`src/rtl/blkchk_pkg.sv`:
```
package blkchk_pkg;

  typedef enum logic [1:0] {
    CHK_CRC16 = 2'd0,
    CHK_LRC   = 2'd1,
    CHK_VRC   = 2'd2,
    CHK_SPARE = 2'd3
  } chkMode_e;

  // Strobes from control to datapath, plus the settings held for the block
  typedef struct packed {
    logic     preset;
    logic     take;
    logic     finish;
    chkMode_e mode;
    logic     oddPar;
  } dpCmd_t;

endpackage

```
`src/rtl/blkchk_ctrl.sv`:
```
module blkchk_ctrl
  import blkchk_pkg::*;
(
  input  logic       clk,
  input  logic       rstN,
  input  logic [1:0] cfgMode,
  input  logic       cfgOddParity,
  input  logic       inValid,
  input  logic       inExclude,
  input  logic       blkStart,
  input  logic       blkEnd,
  output dpCmd_t     cmd,
  output logic       inBlock
);

  chkMode_e modeQ;
  logic     oddQ;
  logic     active;
  logic     inBlockNext;

  // A block is live in its opening cycle and until the closing cycle
  assign active = blkStart | inBlock;

  always_comb begin
    cmd.preset = blkStart;
    cmd.take   = active & inValid & ~inExclude;
    cmd.finish = active & blkEnd;
    cmd.mode   = blkStart ? chkMode_e'(cfgMode) : modeQ;
    cmd.oddPar = blkStart ? cfgOddParity : oddQ;
  end

  always_comb begin
    inBlockNext = inBlock;
    if (cmd.finish)    inBlockNext = 1'b0;
    else if (blkStart) inBlockNext = 1'b1;
  end

  always_ff @(posedge clk) begin
    if (!rstN) begin
      inBlock <= 1'b0;
      modeQ   <= CHK_CRC16;
      oddQ    <= 1'b1;
    end else begin
      inBlock <= inBlockNext;
      if (blkStart) begin
        modeQ <= chkMode_e'(cfgMode);
        oddQ  <= cfgOddParity;
      end
    end
  end

  p_start_opens_r10: assert property (@(posedge clk) disable iff (!rstN)
    (blkStart && !blkEnd) |=> inBlock);

  p_end_closes_r8: assert property (@(posedge clk) disable iff (!rstN)
    cmd.finish |=> !inBlock);

  p_mode_held_r9: assert property (@(posedge clk) disable iff (!rstN)
    (inBlock && !blkStart) |=> $stable(modeQ) && $stable(oddQ));

  p_idle_quiet_r8: assert property (@(posedge clk) disable iff (!rstN)
    (!inBlock && !blkStart) |-> (!cmd.take && !cmd.finish));

endmodule

```
`src/rtl/blkchk_datapath.sv`:
```
module blkchk_datapath
  import blkchk_pkg::*;
#(
  parameter int BYTE_W   = 8,
  parameter int CRC_W    = 16,
  parameter logic [CRC_W-1:0] CRC_POLY = 16'hA001
) (
  input  logic              clk,
  input  logic              rstN,
  input  dpCmd_t            cmd,
  input  logic              presetOnes,
  input  logic [BYTE_W-1:0] inByte,
  output logic              statValid,
  output logic              statPass
);

  localparam int LRC_W = BYTE_W;

  logic [CRC_W-1:0] acc;
  logic [CRC_W-1:0] accBase;
  logic [CRC_W-1:0] accNext;
  logic [CRC_W-1:0] presetVal;
  logic             parErr;
  logic             parBase;
  logic             parNext;
  logic             charBad;
  logic             passNow;
  logic [CRC_W-1:0] crcStage [BYTE_W+1];

  assign presetVal = presetOnes ? {CRC_W{1'b1}} : {CRC_W{1'b0}};
  assign accBase   = cmd.preset ? presetVal : acc;
  assign parBase   = cmd.preset ? 1'b0 : parErr;

  // One shift stage per input bit, least significant bit first
  assign crcStage[0] = accBase;
  for (genvar i = 0; i < BYTE_W; i++) begin : g_crcBit
    assign crcStage[i+1] = (crcStage[i][0] ^ inByte[i])
                         ? ((crcStage[i] >> 1) ^ CRC_POLY)
                         : (crcStage[i] >> 1);
  end

  assign charBad = (^inByte) != cmd.oddPar;
  assign parNext = parBase | (cmd.take & charBad);

  always_comb begin
    accNext = accBase;
    if (cmd.take) begin
      if (cmd.mode == CHK_CRC16)
        accNext = crcStage[BYTE_W];
      else
        accNext = {accBase[CRC_W-1:LRC_W], accBase[LRC_W-1:0] ^ inByte};
    end
  end

  always_comb begin
    case (cmd.mode)
      CHK_CRC16: passNow = (accNext == '0);
      CHK_VRC:   passNow = ~parNext;
      default:   passNow = (accNext[LRC_W-1:0] == '0);
    endcase
  end

  always_ff @(posedge clk) begin
    if (!rstN) begin
      acc       <= '0;
      parErr    <= 1'b0;
      statValid <= 1'b0;
      statPass  <= 1'b0;
    end else begin
      acc       <= accNext;
      parErr    <= parNext;
      statValid <= cmd.finish;
      if (cmd.finish) statPass <= passNow;
    end
  end

  p_status_after_end_r7: assert property (@(posedge clk) disable iff (!rstN)
    cmd.finish |=> statValid);

  p_no_spurious_r7: assert property (@(posedge clk) disable iff (!rstN)
    !cmd.finish |=> !statValid);

  p_preset_r5: assert property (@(posedge clk) disable iff (!rstN)
    (cmd.preset && !cmd.take) |=> (acc == $past(presetVal)));

  p_skip_holds_r6: assert property (@(posedge clk) disable iff (!rstN)
    (!cmd.take && !cmd.preset) |=> $stable(acc));

  p_parity_sticky_r4: assert property (@(posedge clk) disable iff (!rstN)
    (parErr && !cmd.preset) |=> parErr);

endmodule

```
`src/rtl/blkchk_top.sv`:
```
module blkchk_top
  import blkchk_pkg::*;
#(
  parameter int BYTE_W = 8,
  parameter int CRC_W  = 16,
  parameter logic [CRC_W-1:0] CRC_POLY = 16'hA001
) (
  input  logic              clk,
  input  logic              rstN,
  input  logic [1:0]        cfgMode,
  input  logic              cfgPresetOnes,
  input  logic              cfgOddParity,
  input  logic [BYTE_W-1:0] inByte,
  input  logic              inValid,
  input  logic              inExclude,
  input  logic              blkStart,
  input  logic              blkEnd,
  output logic              statValid,
  output logic              statPass
);

  dpCmd_t cmd;
  logic   inBlock;

  blkchk_ctrl i_ctrl (
    .clk          (clk),
    .rstN         (rstN),
    .cfgMode      (cfgMode),
    .cfgOddParity (cfgOddParity),
    .inValid      (inValid),
    .inExclude    (inExclude),
    .blkStart     (blkStart),
    .blkEnd       (blkEnd),
    .cmd          (cmd),
    .inBlock      (inBlock)
  );

  blkchk_datapath #(
    .BYTE_W   (BYTE_W),
    .CRC_W    (CRC_W),
    .CRC_POLY (CRC_POLY)
  ) i_dp (
    .clk        (clk),
    .rstN       (rstN),
    .cmd        (cmd),
    .presetOnes (cfgPresetOnes),
    .inByte     (inByte),
    .statValid  (statValid),
    .statPass   (statPass)
  );

  p_no_status_idle_r1: assert property (@(posedge clk) disable iff (!rstN)
    (!inBlock && !blkStart) |=> !statValid);

endmodule

```
`config.mk`:
```
export PLATFORM = sky130hd
export DESIGN_NAME = blkchk_top
export DESIGN_NICKNAME = d
export VERILOG_FILES = /design/src/rtl/blkchk_pkg.sv /design/src/rtl/blkchk_ctrl.sv /design/src/rtl/blkchk_datapath.sv /design/src/rtl/blkchk_top.sv
export SDC_FILE = /design/constraint.sdc
export NUM_CORES = 1
export LEC_CHECK = 0
export BUFFER_PORTS_ARGS = -buffer_cell sky130_fd_sc_hd__buf_2
export CAP_MARGIN = 5
export CORE_UTILIZATION = 45
export DETAILED_ROUTE_END_ITERATION = 8
export HOLD_SLACK_MARGIN = 0.1
export RECOVER_POWER = 25
export SLEW_MARGIN = 5
export SYNTH_ARGS = -nofsm -noshare
export SYNTH_HDL_FRONTEND = slang
export SYNTH_SLANG_ARGS = --single-unit
export TNS_END_PERCENT = 50
```
`constraint.sdc`:
```
create_clock -name clk -period 3.4 [get_ports clk]
set_input_delay 0.68 -clock clk [delete_from_list [all_inputs] [get_ports clk]]
set_output_delay 0.68 -clock clk [all_outputs]
set_load 0.02 [all_outputs]
```
==> results of run 1 <==
metrics by stage:
stage | instance area (um^2) | hold slack (ns)
2_1_floorplan | 1693 | 0.4391
3_3_place_gp | 1822 | 0.4577
3_5_place_dp | 1822 | 0.4588
4_1_cts | 1868 | 0.4831
5_1_grt | 1866 | 0.5364
6_report | 1866 | 0.4793
cell families (layout without fill, tap and decap cells):
| group | count (synthesis) | in the layout |
|---|---|---|
| mux | 13 | 13 |
| xor+xnor | 32 | 32 |
| compound gates | 45 | 45 |
| simple gates | 65 | 65 |
| buf+inv | 12 | 28 |
| flops | 23 | 23 |
state kept, by name (all words and copies together), names as in the netlist:
register        count
i_dp.statValid      1
i_dp.parErr         1
i_dp.acc           16
i_ctrl.oddQ         1
i_ctrl.modeQ        2
i_ctrl.inBlock      1
i_dp.statPass       1
power by group:
group	leakage, nW	switching [mW]	internal [mW]
registers	0.190	0.0129	0.290
clock network	0.0255	0.0960	0.0820
logic	0.563	0.150	0.155
total	0.778	0.259	0.527
per-layer routing:
metal,GRT usage,up-vias,part of all wire
li1,-,706,-
met3,0.02899,6,0.032
met4,0.06250,0,0.014
met1,0.2954,689,0.45
met5,0,-,0
met2,0.3910,31,0.50
layout make-up:
class	instances	area (um^2)	area share
Clock buffer	3	41.29	0.02213
Clock inverter	1	5.005	0.002683
Inverter	2	7.507	0.004024
Multi-Input combinational cell	155	1179	0.6318
Sequential cell	23	460.4	0.2468
Tap cell	46	57.56	0.03085
Timing Repair Buffer	22	115.1	0.06170
worst min-delay path: cells and delay by family, from the launching register on:
family           cells  cell delay [ns]
AND/OR/NAND/NOR      1             0.06
flip-flops           1             0.32
multiplexers         1             0.08
placed cells by master, fill, tap and decap left out, types with 10 or more instances in the layout:
cell | Yosys | routed
sky130_fd_sc_hd__o21ai_0 | 10 | 10
sky130_fd_sc_hd__dfxtp_1 | 23 | 23
sky130_fd_sc_hd__xnor2_1 | 23 | 23
sky130_fd_sc_hd__a21oi_1 | 11 | 11
sky130_fd_sc_hd__buf_2 | 1 | 17
sky130_fd_sc_hd__nand2_1 | 11 | 11
sky130_fd_sc_hd__and2_1 | 14 | 14
sky130_fd_sc_hd__nor2_1 | 17 | 17
sky130_fd_sc_hd__mux2i_1 | 10 | 10
how the worst max path moves through the flow:
stage,endpoint,from,slack [ns],cells past startpoint
after floorplan,i_dp.statPass$_SDFFE_PN0P_,blkStart,0.70,8
after global placement,i_dp.statPass$_SDFFE_PN0P_,blkStart,0.39,8
after detailed placement,i_dp.statPass$_SDFFE_PN0P_,blkStart,0.33,8
after CTS,i_dp.statPass$_SDFFE_PN0P_,blkStart,0.62,8
after global routing,i_dp.statPass$_SDFFE_PN0P_,blkStart,0.42,8
final,i_dp.statPass$_SDFFE_PN0P_,blkStart,0.56,8
==> out/qor.yml, run 1 <==
route:
  drc_errors: 0
  avgRoutedWirePerCell_um: 16.15
  finalWirelength_um: 4069
  initialDrtViolationCount: 70
  viasPerCell: 5.683
  ant_nets_after_route: 0
  dr_total_vias: 1432
  detail_route.first_pass.iterations: 4
synth:
  synthXorXnorAreaFrac: 0.2188
  yosys_most_used_dff: "sky130_fd_sc_hd__dfxtp_1"
  synth_top_family_by_area: "XOR/XNOR gates"
  synth_top_area_cell: "sky130_fd_sc_hd__dfxtp_1"
  yosys.area_share.adder: 0
  synth-compound-area-share: 0.1855
  synth-warning-count: 0
  ys_top_cells_by_area: "sky130_fd_sc_hd__dfxtp_1, sky130_fd_sc_hd__xnor2_1, sky130_fd_sc_hd__mux2i_1"
  netlist_instances: 190
  syn-cell-area_mm2: 0.001693
  synthesis.area_per_instance_um2: 8.910
  synthMuxAreaShare: 0.08574
  synth_enable_flop_cells: 0
  mappedNetlistNets: 208
  synth_seq_area_share: 0.2720
  synthDominantCellAreaShare: 0.2720
  synth_seq_cells: 23
  synth_async_reset_ratio: 0
  synthSimpleGateAreaFrac: 0.2062
  yosys-top-cells-count: "sky130_fd_sc_hd__dfxtp_1, sky130_fd_sc_hd__xnor2_1, sky130_fd_sc_hd__nor2_1"
  number_of_library_cell_types_mapped_by_synthesis: 46
timing:
  final_min_period_over_clock_period: 0.8344
  worstMarginPinSlew_ns: 0.4731
  setup_total_negative_slack_ns: 0
  final_period_demand_of_the_worst_path_ns: 2.837
  clock_skew_ns: 0.01251
  postLayoutSetupSlackWorst_ns: 0.5631
  setup_viol_count_final: 0
  worst_slew_margin_rel: 0.6834
  setup_repair_after_global_routing_missed_its_margin: "false"
  hold_viol_final: 0
  fmax_mhz: 352.5
  timing_max_transition_violations_final: 0
setup_path:
  critPathLaunchType: "primary input"
  worstPathCellList: "buf_2 > or2_0 > nand2_1 > nor2_2 > mux2i_1 > a211oi_1 > a31oi_1 > o32ai_2"
  buffers_inverters_on_critical_path: 1
  cp.arrival_ns: 3.02
  cp-end-kind: "flop"
  worst-setup-path-type: "in -> reg"
  rrSetupSlack_ns: 0.98
  critical_path.max_fanout: 14
  crit_path_max_incr_delay_ns: 0.43
  r2r_end: "i_dp.statPass$_SDFFE_PN0P_"
  worst_ep_required_time_ns: 3.58
  r2r-start: "i_ctrl.inBlock$_SDFFE_PP0P_"
  slowest_stage: "sky130_fd_sc_hd__nor2_2"
  cp_top_family: "simple AND/OR/NAND/NOR gates"
  r2r.worst_path.cells: 7
place:
  gp_congestion: 0.8501
  dp_slack_ns: 0.3321
  place.detailed.instances: 248
  portBuffers: 19
  hpwl_um: 3141
hold_path:
  hold_start: "i_ctrl.oddQ$_SDFF_PN1_"
  hold_path.class: "reg -> reg"
  hold_depth: 2
  worst_hold_path.endpoint: "i_ctrl.oddQ$_SDFF_PN1_"
floorplan:
  core_region_mm2: 0.003468
  row_count: 21
  die_y_um: 63.34
  starting_utilization_of_the_core_area: 0.4881
  fp.dieArea_mm2: 0.004011
  top_level_ports: 20
  die_w_um: 63.34
cts:
  cts.sinks: 23
  cts.repair.resized: 0
  setup_bufs_post_cts: 0
  ctsLongestPathBuffers: 2
  tritoncts: "done"
  worst_skew_pair.late_latency_ns: 0.27
  hold_buffers: 0
  h_tree_level_count: 1
  clkSlewWorstSetupHoldPaths_ns: 0.10
  cts_made_buffers: 3
  cts-root-buf: "sky130_fd_sc_hd__clkbuf_8"
grt:
  grt_antenna_before_repair: 0
  wire_length_of_the_first_global_routing_pass_um: 7086
  grt_max_degree: 24
  grt.total_usage: 0.2274
  grt_overflow: 0
  grt_pass1_vias: 1467
power_and_ir_drop:
  power_leakage_nw: 0.7782
  power.density_mw_per_mm2: 421.5
  post-layout-total-power_mw: 0.7863
  irDropWorstVdd_uv: 207.4
finish:
  fillerInstances: 353
  post-route-util: 0.5379
  diodes: 0
  synthToLayoutAreaGrowth_pct: 10.20
  layout_cell_share_with_drive_strength_beyond_1: 0.1602
  final_cell_count_no_fill: 252
  num-nets-final: 225
job:
  max_cap_viol_count: 0
outcome:
  outcome: "complete, no violations"
Note: power is estimated with default switching activity, not from simulation.
==> inputs of run 2 (changes only) <==
==> constraint.sdc (replaced) <==
create_clock -name clk -period 2.7 [get_ports clk]
set_input_delay 0.54 -clock clk [delete_from_list [all_inputs] [get_ports clk]]
set_output_delay 0.54 -clock clk [all_outputs]
set_load 0.02 [all_outputs]
==> run 2 against run 1 <==
  * Register-to-register slack worse by 0.50 ns
  * Count of clock-buffer cells in the layout unchanged
  * Non-clock buffer count grew 11
  * Setup slack got worse by 0.24 ns
  * Combinational power is 37% higher
  * First-iteration DRC count down 2.9%
  * Clock power up 26%
  * Cell area up 4.4%
  * Power rose by 30%
  * Critical path type unchanged
  * Largest cell class unchanged
  * Highest routed layer unchanged
==> out/qor.yml, run 2 (synthesis gave the netlist of run 1 again) <==
route:
  finalWirelength_um: 4160
  initialDrtViolationCount: 68
  avgRoutedWirePerCell_um: 15.82
  viasPerCell: 5.570
  detail_route.first_pass.iterations: 4
  dr_total_vias: 1465
  drc_errors: 0
  ant_nets_after_route: 0
grt:
  grt.total_usage: 0.2365
  grt_max_degree: 24
  wire_length_of_the_first_global_routing_pass_um: 7396
  grt_overflow: 0
  grt_pass1_vias: 1548
  grt_antenna_before_repair: 0
finish:
  top_regs: "i_dp.acc x16, i_ctrl.modeQ x2"
  num-nets-final: 236
  layout_cell_share_with_drive_strength_beyond_1: 0.2074
  final_cell_count_no_fill: 263
  synthToLayoutAreaGrowth_pct: 15.08
  mostFrequentLayoutCells: "sky130_fd_sc_hd__xnor2_1, sky130_fd_sc_hd__dfxtp_1, sky130_fd_sc_hd__nor2_1, sky130_fd_sc_hd__buf_2"
  post-route-util: 0.5617
  flip_flop_count_of_the_largest_register_all_copies_and_words_added: 16
  registers.top_by_ff_count: "i_dp.acc"
  diodes: 0
power_and_ir_drop:
  combinationalPowerShare: 0.408
  switching_share: 0.3255
  power.density_mw_per_mm2: 525.3
  switchingPower_mw: 0.3331
  power_leakage_nw: 0.8339
  irDropWorstVdd_uv: 180.5
  cell_internal_pwr_mw: 0.6903
  sequential_share_of_power: 0.373
  clock_power_share: 0.219
timing:
  fmax_mhz: 421.3
  final_period_demand_of_the_worst_path_ns: 2.373
  worst_slew_margin_rel: 0.7044
  setup_viol_count_final: 0
  worstMarginPinSlew_ns: 0.4434
  final_min_period_over_clock_period: 0.8791
  clock_skew_ns: 0.004989
  setup_repair_after_global_routing_missed_its_margin: "false"
  setup_total_negative_slack_ns: 0
  timing_max_transition_violations_final: 0
  hold_viol_final: 0
hold_path:
  hold_path.class: "in -> reg"
  hold_depth: 2
setup_path:
  worst_ep_required_time_ns: 2.86
  cp_top_family: "XOR/XNOR gates"
  slowest_stage: "sky130_fd_sc_hd__xor3_1"
  cp-endpoint: "i_dp.statPass$_SDFFE_PN0P_"
  worstPathCellList: "buf_2 > mux2i_4 > xnor2_4 > xor3_1 > xnor3_2 > xnor3_1 > o221ai_2 > o32ai_2"
  cp.arrival_ns: 2.53
  startpoint: "blkStart"
  r2r_end: "i_dp.statPass$_SDFFE_PN0P_"
  cp-end-kind: "flop"
  critical_path.max_fanout: 4
  r2r.worst_path.cells: 7
  r2r-start: "i_dp.acc[4]$_SDFF_PN0_"
  timing.critical_path.depth: 8
  rrSetupSlack_ns: 0.48
  worst-setup-path-type: "in -> reg"
  critPathLaunchType: "primary input"
  buffers_inverters_on_critical_path: 1
  crit_path_max_incr_delay_ns: 0.46
cts:
  h_tree_level_count: 1
  cts.sinks: 23
  tritoncts: "done"
  cts.repair.resized: 0
  cts_made_buffers: 3
  worst_skew_pair.late_latency_ns: 0.27
  hold_buffers: 0
  cts-root-buf: "sky130_fd_sc_hd__clkbuf_8"
  setup_bufs_post_cts: 0
  clkSlewWorstSetupHoldPaths_ns: 0.08
  ctsLongestPathBuffers: 2
floorplan:
  top_level_ports: 20
  fp.dieArea_mm2: 0.004011
  core_region_mm2: 0.003468
  row_count: 21
  die_y_um: 63.34
  starting_utilization_of_the_core_area: 0.4881
  die_w_um: 63.34
place:
  portBuffers: 19
  place.detailed.instances: 259
  gp_congestion: 0.9079
  hpwl_um: 3292
outcome:
  outcome: "complete, no violations"
job:
  max_cap_viol_count: 0
==> run 2: metrics by stage <==
stage | hold WS, ns | setup slack, ns | power (mW) | cell area [um^2]
after floorplan | 0.4391 | 0.1448 | 0.6895 | 1693
after global placement | 0.4551 | 0.07326 | 0.8011 | 1904
after detailed placement | 0.4646 | 0.04314 | 0.8075 | 1904
after CTS | 0.4629 | 0.3316 | 1.028 | 1951
after global routing | 0.4773 | 0.2118 | 1.083 | 1948
final | 0.4682 | 0.3265 | 1.023 | 1948
==> run 2: power by group through the flow <==
stage	combinational [mW]	clock, mW	sequential (mW)
after floorplan	0.302	0	0.388
after global placement	0.413	0	0.389
after detailed placement	0.418	0	0.390
after CTS	0.419	0.227	0.382
after global routing	0.453	0.243	0.386
final	0.417	0.224	0.382
==> run 2: how the worst min path moves through the flow <==
stage	start	to	slack [ns]
finish	blkEnd	i_ctrl.inBlock$_SDFFE_PP0P_	0.47
global route	blkEnd	i_ctrl.inBlock$_SDFFE_PP0P_	0.48
CTS	blkEnd	i_ctrl.inBlock$_SDFFE_PP0P_	0.46
detailed placement	i_ctrl.oddQ$_SDFF_PN1_	i_ctrl.oddQ$_SDFF_PN1_	0.46
global placement	i_ctrl.oddQ$_SDFF_PN1_	i_ctrl.oddQ$_SDFF_PN1_	0.46
floorplan	i_ctrl.oddQ$_SDFF_PN1_	i_ctrl.oddQ$_SDFF_PN1_	0.44
==> run 2: final cells by class <==
class,instances,area (um^2)
inverter,2,7.507
tap,46,57.56
clock buffer,3,41.29
fill,350,1520
clock inverter,1,5.005
timing repair buffer,33,197.7
multi-input combinational,155,1179
sequential,23,460.4
==> run 2: worst register-to-register path, stage by stage (launching register included) <==
cell and delay [ns]:
sky130_fd_sc_hd__dfxtp_1 0.33, sky130_fd_sc_hd__mux2i_4 0.22, sky130_fd_sc_hd__xnor2_4 0.18, sky130_fd_sc_hd__xor3_1 0.46
sky130_fd_sc_hd__xnor3_2 0.26, sky130_fd_sc_hd__xnor3_1 0.36, sky130_fd_sc_hd__o221ai_2 0.19, sky130_fd_sc_hd__o32ai_2 0.11
==> run 2: per-layer routing <==
| layer | track usage | wire (um) |
|---|---|---|
| met5 | 0 | 0 |
| met2 | 0.4016 | 2101 |
| met1 | 0.2973 | 1870 |
| met4 | 0.08523 | 65 |
| met3 | 0.03986 | 123 |
